## src/rtl/cmp_timer_pkg.sv

```systemverilog
`timescale 1ns/1ps
package cmp_timer_pkg;
  localparam int OFS_CTRL = 0;
  localparam int OFS_STAT = 1;
  localparam int OFS_LOAD = 2;
  localparam int OFS_CMP  = 3;
  localparam int OFS_CNT  = 4;

  localparam int B_EN    = 0;
  localparam int B_START = 1;
  localparam int B_CIE   = 2;
  localparam int B_RLD   = 3;
  localparam int B_PS    = 4;
  localparam int B_SWR   = 16;
  localparam int B_OVW   = 17;
  localparam int B_CS    = 24;

  localparam int PS_W = 12;
  localparam int CS_W = 2;

  localparam logic [31:0] CTRL_MASK = 32'h03FF_FFFF;
  localparam logic [31:0] SWR_KEEP  = 32'h003D_0003;

  typedef enum logic [CS_W-1:0] {
    CS_OFF  = 2'b00,
    CS_PER  = 2'b01,
    CS_FAST = 2'b10,
    CS_SLOW = 2'b11
  } clk_src_e;
endpackage

```

## src/rtl/cmp_timer_regs.sv

```systemverilog
`timescale 1ns/1ps
module cmp_timer_regs
  import cmp_timer_pkg::*;
#(
  parameter int ADDR_W = 3,
  parameter int CNT_W  = 32
) (
  input  logic              clk,
  input  logic              rst,
  input  logic              wr_en,
  input  logic [ADDR_W-1:0] addr,
  input  logic [31:0]       wdata,
  input  logic              hit,
  input  logic [CNT_W-1:0]  cnt,
  output logic              en_o,
  output logic              cie_o,
  output logic              rld_o,
  output logic [CS_W-1:0]   sel_o,
  output logic [PS_W-1:0]   div_o,
  output logic              stat_o,
  output logic [CNT_W-1:0]  load_o,
  output logic [CNT_W-1:0]  cmp_o,
  output logic              swr_w,
  output logic              start_w,
  output logic [CNT_W-1:0]  start_val,
  output logic              ovw_wr,
  output logic [31:0]       rdata
);
  localparam logic [CNT_W-1:0] ALL_ONES = '1;

  logic [31:0]      ctrl_q;
  logic             stat_q;
  logic [CNT_W-1:0] load_q, cmp_q;
  logic             wr_ctrl, wr_stat, wr_load, wr_cmp;
  logic [31:0]      ctrl_new;

  assign wr_ctrl = wr_en && (addr == ADDR_W'(OFS_CTRL));
  assign wr_stat = wr_en && (addr == ADDR_W'(OFS_STAT));
  assign wr_load = wr_en && (addr == ADDR_W'(OFS_LOAD));
  assign wr_cmp  = wr_en && (addr == ADDR_W'(OFS_CMP));

  always_comb begin
    ctrl_new = wdata & CTRL_MASK;
    if (ctrl_new[B_SWR]) ctrl_new = ctrl_new & SWR_KEEP;
  end

  assign swr_w     = wr_ctrl && wdata[B_SWR];
  assign start_w   = wr_ctrl && wdata[B_EN] && !ctrl_q[B_EN] && wdata[B_START];
  assign start_val = wdata[B_RLD] ? load_q : ALL_ONES;
  assign ovw_wr    = wr_load && ctrl_q[B_OVW];

  always_ff @(posedge clk) begin
    if (rst)          ctrl_q <= '0;
    else if (wr_ctrl) ctrl_q <= ctrl_new;
    else              ctrl_q[B_SWR] <= 1'b0;
  end

  always_ff @(posedge clk) begin
    if (rst || swr_w)             stat_q <= 1'b0;
    else if (wr_stat && wdata[0]) stat_q <= 1'b0;
    else if (hit)                 stat_q <= 1'b1;
  end

  always_ff @(posedge clk) begin
    if (rst || swr_w) begin
      load_q <= ALL_ONES;
      cmp_q  <= '0;
    end else begin
      if (wr_load) load_q <= wdata[CNT_W-1:0];
      if (wr_cmp)  cmp_q  <= wdata[CNT_W-1:0];
    end
  end

  always_ff @(posedge clk) begin
    if (rst) rdata <= '0;
    else begin
      case (addr)
        ADDR_W'(OFS_CTRL): rdata <= ctrl_q;
        ADDR_W'(OFS_STAT): rdata <= {31'b0, stat_q};
        ADDR_W'(OFS_LOAD): rdata <= 32'(load_q);
        ADDR_W'(OFS_CMP):  rdata <= 32'(cmp_q);
        ADDR_W'(OFS_CNT):  rdata <= 32'(cnt);
        default:           rdata <= '0;
      endcase
    end
  end

  assign en_o   = ctrl_q[B_EN];
  assign cie_o  = ctrl_q[B_CIE];
  assign rld_o  = ctrl_q[B_RLD];
  assign sel_o  = ctrl_q[B_CS +: CS_W];
  assign div_o  = ctrl_q[B_PS +: PS_W];
  assign stat_o = stat_q;
  assign load_o = load_q;
  assign cmp_o  = cmp_q;


  swr_selfclr_chk: assert property (@(posedge clk) disable iff (rst)
    (ctrl_q[B_SWR] && !wr_ctrl) |=> !ctrl_q[B_SWR]);


  stat_clr_chk: assert property (@(posedge clk) disable iff (rst)
    (wr_stat && wdata[0]) |=> !stat_q);
endmodule

```

## src/rtl/cmp_timer_presc.sv

```systemverilog
`timescale 1ns/1ps
module cmp_timer_presc
  import cmp_timer_pkg::*;
#(
  parameter int DIV_W = PS_W
) (
  input  logic            clk,
  input  logic            rst,
  input  logic            run,
  input  logic            clr,
  input  logic [CS_W-1:0] sel,
  input  logic [DIV_W-1:0] div,
  input  logic            ce_per,
  input  logic            ce_fast,
  input  logic            ce_slow,
  output logic            tick
);
  logic             src;
  logic [DIV_W-1:0] phase_q;
  logic             last;

  always_comb begin
    case (clk_src_e'(sel))
      CS_PER:  src = ce_per;
      CS_FAST: src = ce_fast;
      CS_SLOW: src = ce_slow;
      default: src = 1'b0;
    endcase
  end

  assign last = (phase_q >= div);
  assign tick = run && src && last;

  always_ff @(posedge clk) begin
    if (rst || clr || !run) phase_q <= '0;
    else if (src)           phase_q <= last ? '0 : phase_q + DIV_W'(1);
  end
endmodule

```

## src/rtl/cmp_timer_cnt.sv

```systemverilog
`timescale 1ns/1ps
module cmp_timer_cnt #(
  parameter int CNT_W = 32
) (
  input  logic             clk,
  input  logic             rst,
  input  logic             en,
  input  logic             tick,
  input  logic             rld,
  input  logic             swr,
  input  logic             start,
  input  logic             ovw_wr,
  input  logic [CNT_W-1:0] start_val,
  input  logic [CNT_W-1:0] load_val,
  input  logic [CNT_W-1:0] wr_val,
  input  logic [CNT_W-1:0] cmp_val,
  output logic [CNT_W-1:0] cnt_q,
  output logic             hit
);
  localparam logic [CNT_W-1:0] ALL_ONES = '1;

  always_ff @(posedge clk) begin
    if (rst)         cnt_q <= '0;
    else if (swr)    cnt_q <= start ? ALL_ONES : '0;
    else if (start)  cnt_q <= start_val;
    else if (ovw_wr) cnt_q <= wr_val;
    else if (tick) begin
      if (cnt_q == '0) cnt_q <= rld ? load_val : ALL_ONES;
      else             cnt_q <= cnt_q - CNT_W'(1);
    end
  end

  assign hit = en && (cnt_q == cmp_val);


  wrap_chk: assert property (@(posedge clk) disable iff (rst)
    (tick && cnt_q == '0 && !rld && !swr && !start && !ovw_wr) |=> (cnt_q == ALL_ONES));


  frozen_chk: assert property (@(posedge clk) disable iff (rst)
    (!tick && !swr && !start && !ovw_wr) |=> $stable(cnt_q));
endmodule

```

## src/rtl/cmp_timer.sv

```systemverilog
`timescale 1ns/1ps
module cmp_timer
  import cmp_timer_pkg::*;
#(
  parameter int ADDR_W = 3,
  parameter int CNT_W  = 32
) (
  input  logic              clk,
  input  logic              rst,
  input  logic              bus_we,
  input  logic [ADDR_W-1:0] bus_addr,
  input  logic [31:0]       bus_wdata,
  output logic [31:0]       bus_rdata,
  input  logic              ce_per,
  input  logic              ce_fast,
  input  logic              ce_slow,
  output logic              irq
);
  logic             en, cie, rld, stat, swr, start, ovw_wr, tick, hit;
  logic [CS_W-1:0]  sel;
  logic [PS_W-1:0]  div;
  logic [CNT_W-1:0] load_v, cmp_v, start_val, cnt;

  cmp_timer_regs #(.ADDR_W(ADDR_W), .CNT_W(CNT_W)) u_regs (
    .clk(clk), .rst(rst), .wr_en(bus_we), .addr(bus_addr), .wdata(bus_wdata),
    .hit(hit), .cnt(cnt), .en_o(en), .cie_o(cie), .rld_o(rld), .sel_o(sel),
    .div_o(div), .stat_o(stat), .load_o(load_v), .cmp_o(cmp_v), .swr_w(swr),
    .start_w(start), .start_val(start_val), .ovw_wr(ovw_wr), .rdata(bus_rdata)
  );

  cmp_timer_presc #(.DIV_W(PS_W)) u_presc (
    .clk(clk), .rst(rst), .run(en), .clr(swr), .sel(sel), .div(div),
    .ce_per(ce_per), .ce_fast(ce_fast), .ce_slow(ce_slow), .tick(tick)
  );

  cmp_timer_cnt #(.CNT_W(CNT_W)) u_cnt (
    .clk(clk), .rst(rst), .en(en), .tick(tick), .rld(rld), .swr(swr),
    .start(start), .ovw_wr(ovw_wr), .start_val(start_val), .load_val(load_v),
    .wr_val(bus_wdata[CNT_W-1:0]), .cmp_val(cmp_v), .cnt_q(cnt), .hit(hit)
  );

  always_ff @(posedge clk) begin
    if (rst) irq <= 1'b0;
    else     irq <= stat && cie && en;
  end


  irq_gate_chk: assert property (@(posedge clk) disable iff (rst)
    !en |=> !irq);
endmodule

```

## config.mk

```make
export PLATFORM = sky130hd
export DESIGN_NAME = cmp_timer
export DESIGN_NICKNAME = d
export VERILOG_FILES = /design/src/rtl/cmp_timer_pkg.sv /design/src/rtl/cmp_timer_regs.sv /design/src/rtl/cmp_timer_presc.sv /design/src/rtl/cmp_timer_cnt.sv /design/src/rtl/cmp_timer.sv
export SDC_FILE = /design/constraint.sdc
export NUM_CORES = 1
export LEC_CHECK = 0
export BUFFER_PORTS_ARGS = -buffer_cell sky130_fd_sc_hd__buf_4
export CAP_MARGIN = 15
export CORE_MARGIN = 8
export CORE_UTILIZATION = 55
export CTS_BUF_LIST = sky130_fd_sc_hd__clkbuf_4
export CTS_CLUSTER_DIAMETER = 100
export DETAILED_ROUTE_END_ITERATION = 10
export PLACE_DENSITY = 0.74
export SKIP_CTS_REPAIR_TIMING = 1
export SLEW_MARGIN = 25
export SYNTH_ARGS = -nofsm -noshare
export SYNTH_HDL_FRONTEND = slang
export SYNTH_SLANG_ARGS = --single-unit
export TNS_END_PERCENT = 100
```

## constraint.sdc

```tcl
create_clock -name clk -period 4.8 [get_ports clk]
set_input_delay 0.48 -clock clk [delete_from_list [all_inputs] [get_ports clk]]
set_output_delay 0.48 -clock clk [all_outputs]
set_load 0.05 [all_outputs]
```

After elaboration in Yosys (flattened, before gate mapping) --
Cells that the tools add are included.
Word-level totals: flip-flop bits (word level) 174, input port bits 41, output and inout port bits 33, word-level logic and storage cells 56
Cells by class: add/subtract/negate cells 2, order comparisons 1, equality and inequality tests 8, mux-type cells 12, bitwise logic cells 1, reductions and logical operators 23
Operators with widths (number):
- $mux 32 | 8
- $pmux 32 s5 | 1
- $eq 32x32->1 | 1
- $logic_not 32->1 | 1
- $sub 32x1->32 const B | 1
- $mux 26 | 1
- $logic_and 1x1->1 | 15
- $add 12x1->12 const B | 1
- $ge 12x12->1 | 1
- $mux 12 | 1
- $eq 3x2->1 const B | 2
- $eq 2x2->1 const B | 2
- $reduce_bool 4->1 | 1
- $reduce_or 2->1 | 2
- $eq 3x1->1 const B | 1
- $eq 3x3->1 const B | 1
- $logic_not 3->1 | 1
- $pmux 1 s3 | 1
- $eq 2x1->1 const B | 1
- $logic_or 1x1->1 | 2
- $logic_not 1->1 | 1
- $not 1->1 | 1

Longest topological paths before layout --
word-level depth 8, mapped depth 11, gate-level depth less buffers 9

By module --
Synthesis repeated with hierarchy kept, for this count alone.
Unflattened totals: cells, all modules 1271, area total of the unflattened synthesis 9790.6 sq um
Modules (own cells, without submodules):
- cmp_timer_regs | times used 1, cells an instance 611, area each 5127.4 sq um, seq. area each 2462.4 sq um
- cmp_timer_cnt | times used 1, cells an instance 540, area each 3658.5 sq um, seq. area each 640.6 sq um
- cmp_timer_presc | times used 1, cells an instance 118, area each 974.7 sq um, seq. area each 240.2 sq um
- cmp_timer | times used 1, cells an instance 2, area each 30.0 sq um, seq. area each 20.0 sq um

Least setup slack after synthesis --
Ideal clock, no wire load.
kind input-to-reg, start point in bus_addr[0], end point reg u_cnt.cnt_q[28], setup time 0.086 ns, arrival 2.295 ns, data required time 4.714 ns, path slack 2.419 ns, stages on the path 9, path buffers 3, path through buf_2 > nor4b_2 > and2_1 > buf_2 > a21oi_1 > a31oi_1 > buf_2 > a21oi_1 > a211oi_1
On the way: longest elaborated chain between the ends 7, elaborated cells between the ends (all ways) 14, those cells by class eq/ne (1); mux (4); reduce/logical (9)
Ends and longest elaborated chain:
- from (decl) | RTL line cmp_timer.sv:11 | input logic [ADDR_W-1:0] bus_addr,
- $logic_not 3->1 | RTL line cmp_timer_regs.sv:37 | assign wr_ctrl = wr_en && (addr == ADDR_W'(OFS_CTRL));
- $logic_and 1x1->1 | RTL line cmp_timer_regs.sv:37
- $logic_and 1x1->1 (3 in series) | RTL line cmp_timer_regs.sv:48 | assign start_w = wr_ctrl && wdata[B_EN] && !ctrl_q[B_EN] && wdata[B_START];
- $mux 32, on equally long branches | RTL line cmp_timer_cnt.sv:25, cmp_timer_cnt.sv:24
- $mux 32 | RTL line cmp_timer_cnt.sv:24 | else if (swr) cnt_q <= start ? ALL_ONES : '0;
- to (signal assigned) | RTL line cmp_timer_cnt.sv:24
- to (signal assigned) | RTL line cmp_timer_cnt.sv:25 | else if (start) cnt_q <= start_val;
- to (signal assigned) | RTL line cmp_timer_cnt.sv:26 | else if (ovw_wr) cnt_q <= wr_val;
- to (decl) | RTL line cmp_timer_cnt.sv:17 | output logic [CNT_W-1:0] cnt_q,
Several ways; a longest one is shown, not always the timed one. A chain may end at the register's enable or synchronous reset.

Worst setup path after layout --
start point reg u_cnt.cnt_q[5], end point reg u_cnt.cnt_q[12]
On the way: longest elaborated chain between the ends 6, elaborated cells between the ends (all ways) 7, those cells by class add/sub (1); mux (5); reduce/logical (1)
Ends and longest elaborated chain:
- $sub 32x1->32 / $logic_not 32->1 (equally long branches) | RTL line cmp_timer_cnt.sv:29, cmp_timer_cnt.sv:28
- $mux 32 * | RTL line cmp_timer_cnt.sv:28 | if (cnt_q == '0) cnt_q <= rld ? load_val : ALL_ONES;
- $mux 32 * | RTL line cmp_timer_cnt.sv:27 | else if (tick) begin
- $mux 32 * | RTL line cmp_timer_cnt.sv:26
- $mux 32 * | RTL line cmp_timer_cnt.sv:25
- $mux 32 * | RTL line cmp_timer_cnt.sv:24
Every way passes the cells marked *; elsewhere a longest branch is shown, timed or not. The select of a mux whose other input is x is not followed.

==> metrics.csv <==
metric,value,unit
powerDensity,298,nW/µm²
fin_setup_tns,0,ns
utilization,61.4,%
worstSkewPairLatency,0.58,ns
rsz0062_at_grt,false,
synth_nets,1213,
dr.pass1.iters,7,
die_x,143,µm
tightest_slew,0.867,ns
cp-startpoint,u_cnt.cnt_q[5]$_SDFFE_PP0P_,
grt_use_total,29.0,%
seq_area,3360,µm²
synth.avg_cell_area,7.62,µm²
worstSetupEndpointType,flop,
yosysSeqAreaShare,38.2,%
timing.max_cap.violations,0,
grt_use_met2,43.3,%
grt_max_degree,52,
worst_slack,1.81,ns
gr-usage-met1,39.9,%
critPathLaunchType,flop,
reg2reg_depth,7,
final.fill_count,1521,
design_area,9680,µm²
dp.cells,1363,
cts_sinks,168,
die_h,143,µm
drive_above_1_share,12.2,%
busiest_layer,met2,
irDropWorstVdd,0.000264,V
htree_num_levels,4,
placed_area,9400,µm²
status,completed,
whs_endpoint,u_regs.load_o[29]$_SDFFE_PP1P_,
drc,0,
synth-edff-count,0,
path_max_fanout,8,
ys_seq_elements,168,
synth-warning-count,0,
arrival,3.50,ns
finalPower,2.89,mW
postRouteAntennaNets,0,
hold_violations,0,
relSlewSlack,41.8,%
r2r_end,u_cnt.cnt_q[12]$_SDFFE_PP0P_,
wl,29100,µm
rows,46,
hp-class,in -> reg,
routabilityCongestion,0.965,
core_area,15800,µm²
cts_buffer_depth,2,
syn-cell-area,8810,µm²
r2r-start,u_cnt.cnt_q[5]$_SDFFE_PP0P_,
drtIter0Drc,1239,
fmax,0.334,GHz
grt_overflow,0,
antenna_found_initial,1,
period_share,62.4,%
postSynthCellCount,1157,
multi_input_area,5010,µm²
post-place-ws,1.47,ns
synth_flop_cell,dfxtp_1,
start_util,55.9,%
cts_buffers,17,
required,5.30,ns
dp_hpwl,19900,µm
path_class,reg -> reg,
clkTransAtPathRegs,0.14,ns
dieArea,20300,µm²
yosysUniqueCellTypes,68,
viasPerCell,6.32,
grt_pass1_vias,8075,
area_growth,9.87,%
hold_ws,0.118,ns
r2r_setup_slack,1.81,ns
fin_skew,0.0159,ns
min_from,bus_wdata[29],
tritoncts,yes,
layout.nets,1222,
grt_pass1_wl,46100,µm
io_buffers,73,
leakagePower,3.58,nW
setup_viol,0,
wire_per_inst,20.8,µm
boundaryPins,74,
finalNonFillerCells,1397,
hold_depth,3,
synthArstFlopShare,0,%
root_buffer,clkbuf_4,
maxSlewViolCount,0,
post-route-min-period,2.99,ns
via_count,8834,
grt_use_met3,6.68,%
## metal layers
| layer | share of wire (%) | up-vias |
|---|---|---|
| met5 | 0 | - |
| met3 | 11 | 71 |
| met1 | 42 | 4149 |
| met4 | 2.4 | 0 |
| li1 | - | 4091 |
| met2 | 45 | 523 |
## critical path, stage by stage (launching register included)
cell and delay (ns):
dfxtp_1 0.43, nor3_2 0.55, nand4_1 0.37, nor4_2 0.65, nor2_1 0.35, a21oi_1 0.21, a221oi_1 0.06, a311oi_1 0.28
## Yosys cell counts, types with 4 or more instances
cell | count | share of area [%]
or3_1 | 5 | 0.36
ha_1 | 15 | 2.1
o21ai_1 | 5 | 0.28
o221ai_1 | 4 | 0.40
buf_1 | 6 | 0.26
buf_2 | 12 | 0.68
nor4_1 | 10 | 0.71
nand3_1 | 43 | 2.4
xnor2_1 | 44 | 4.4
and3_1 | 6 | 0.43
o21ai_0 | 35 | 2.0
inv_1 | 19 | 0.81
a31oi_1 | 6 | 0.43
a22oi_1 | 61 | 5.2
nand4_1 | 18 | 1.3
nor2_1 | 103 | 4.4
nand2b_1 | 10 | 0.71
a311oi_1 | 20 | 2.0
nor3b_1 | 4 | 0.34
o2111ai_1 | 4 | 0.40
nor3_1 | 23 | 1.3
and2_1 | 5 | 0.36
dfxtp_1 | 168 | 38
clkbuf_1 | 82 | 3.5
a21oi_1 | 116 | 6.6
o21a_1 | 5 | 0.43
o22ai_1 | 9 | 0.64
a211oi_1 | 6 | 0.51
xor2_1 | 21 | 2.1
nand2_1 | 229 | 9.8
mux2i_1 | 4 | 0.45
o211ai_1 | 6 | 0.51
## final cells by class
class | count | area share, %
diodes | 2 | 0.0517
clock buffers | 18 | 1.40
clock inverters | 14 | 1.36
inverters | 19 | 0.737
multi-input cells | 867 | 51.7
flip-flops and latches | 168 | 34.7
well taps | 216 | 2.79
repair buffers | 93 | 7.21
## logic make-up after synthesis
family,count (synthesis),share of synthesized area (%)
and+or+nand+nor,480,25.0
AOI/OAI and AO/OA,301,21.9
DFF,168,38.2
xor gates and xnor gates,65,6.46
buffers and inverters,122,5.58
adders and majority gates,15,2.13
muxes,6,0.710
## layout by cell type (no fill, tap or decap), types with 5 or more instances in the layout
master	n
o21ai_1	5
xnor2_1	44
a31oi_1	6
a21oi_1	116
nor2_1	102
nand3_1	43
nor3_1	22
a22oi_1	61
o22ai_1	9
and2_1	5
xor2_1	21
ha_1	15
a311oi_1	20
inv_1	19
nand2b_1	9
o21a_1	5
nand2_1	229
a211oi_1	6
and3_1	6
dfxtp_1	168
clkbuf_4	18
buf_4	93
or3_1	5
o21ai_0	35
clkinv_1	6
o211ai_1	6
nand4_1	18
nor4_1	10
## flip-flops by register name, indices dropped and copies added, names as in the netlist
name,flops
u_regs.rdata,32
u_regs.load_o,32
u_regs.cmp_o,32
u_cnt.cnt_q,32
u_regs.stat_o,1
u_presc.phase_q,12
u_regs.ctrl_q,26
irq,1
## worst max-delay path by stage
stage | to | slack, ns
final | u_cnt.cnt_q[12]$_SDFFE_PP0P_ | 1.81
after floorplan | u_cnt.cnt_q[28]$_SDFFE_PP0P_ | 2.42
after CTS | u_cnt.cnt_q[9]$_SDFFE_PP0P_ | 1.70
after global routing | u_cnt.cnt_q[12]$_SDFFE_PP0P_ | 1.72
after detailed placement | u_cnt.cnt_q[9]$_SDFFE_PP0P_ | 1.47
after global placement | u_cnt.cnt_q[7]$_SDFFE_PP0P_ | 1.58
## where the power goes
part | switching [mW] | internal (mW) | leakage [nW] | total (mW)
Clock | 0.515 | 0.309 | 0.139 | 0.824
Combinational | 0.375 | 0.218 | 2.08 | 0.593
Sequential | 0.0423 | 1.43 | 1.36 | 1.47
Note: power is estimated with default switching activity, not from simulation.
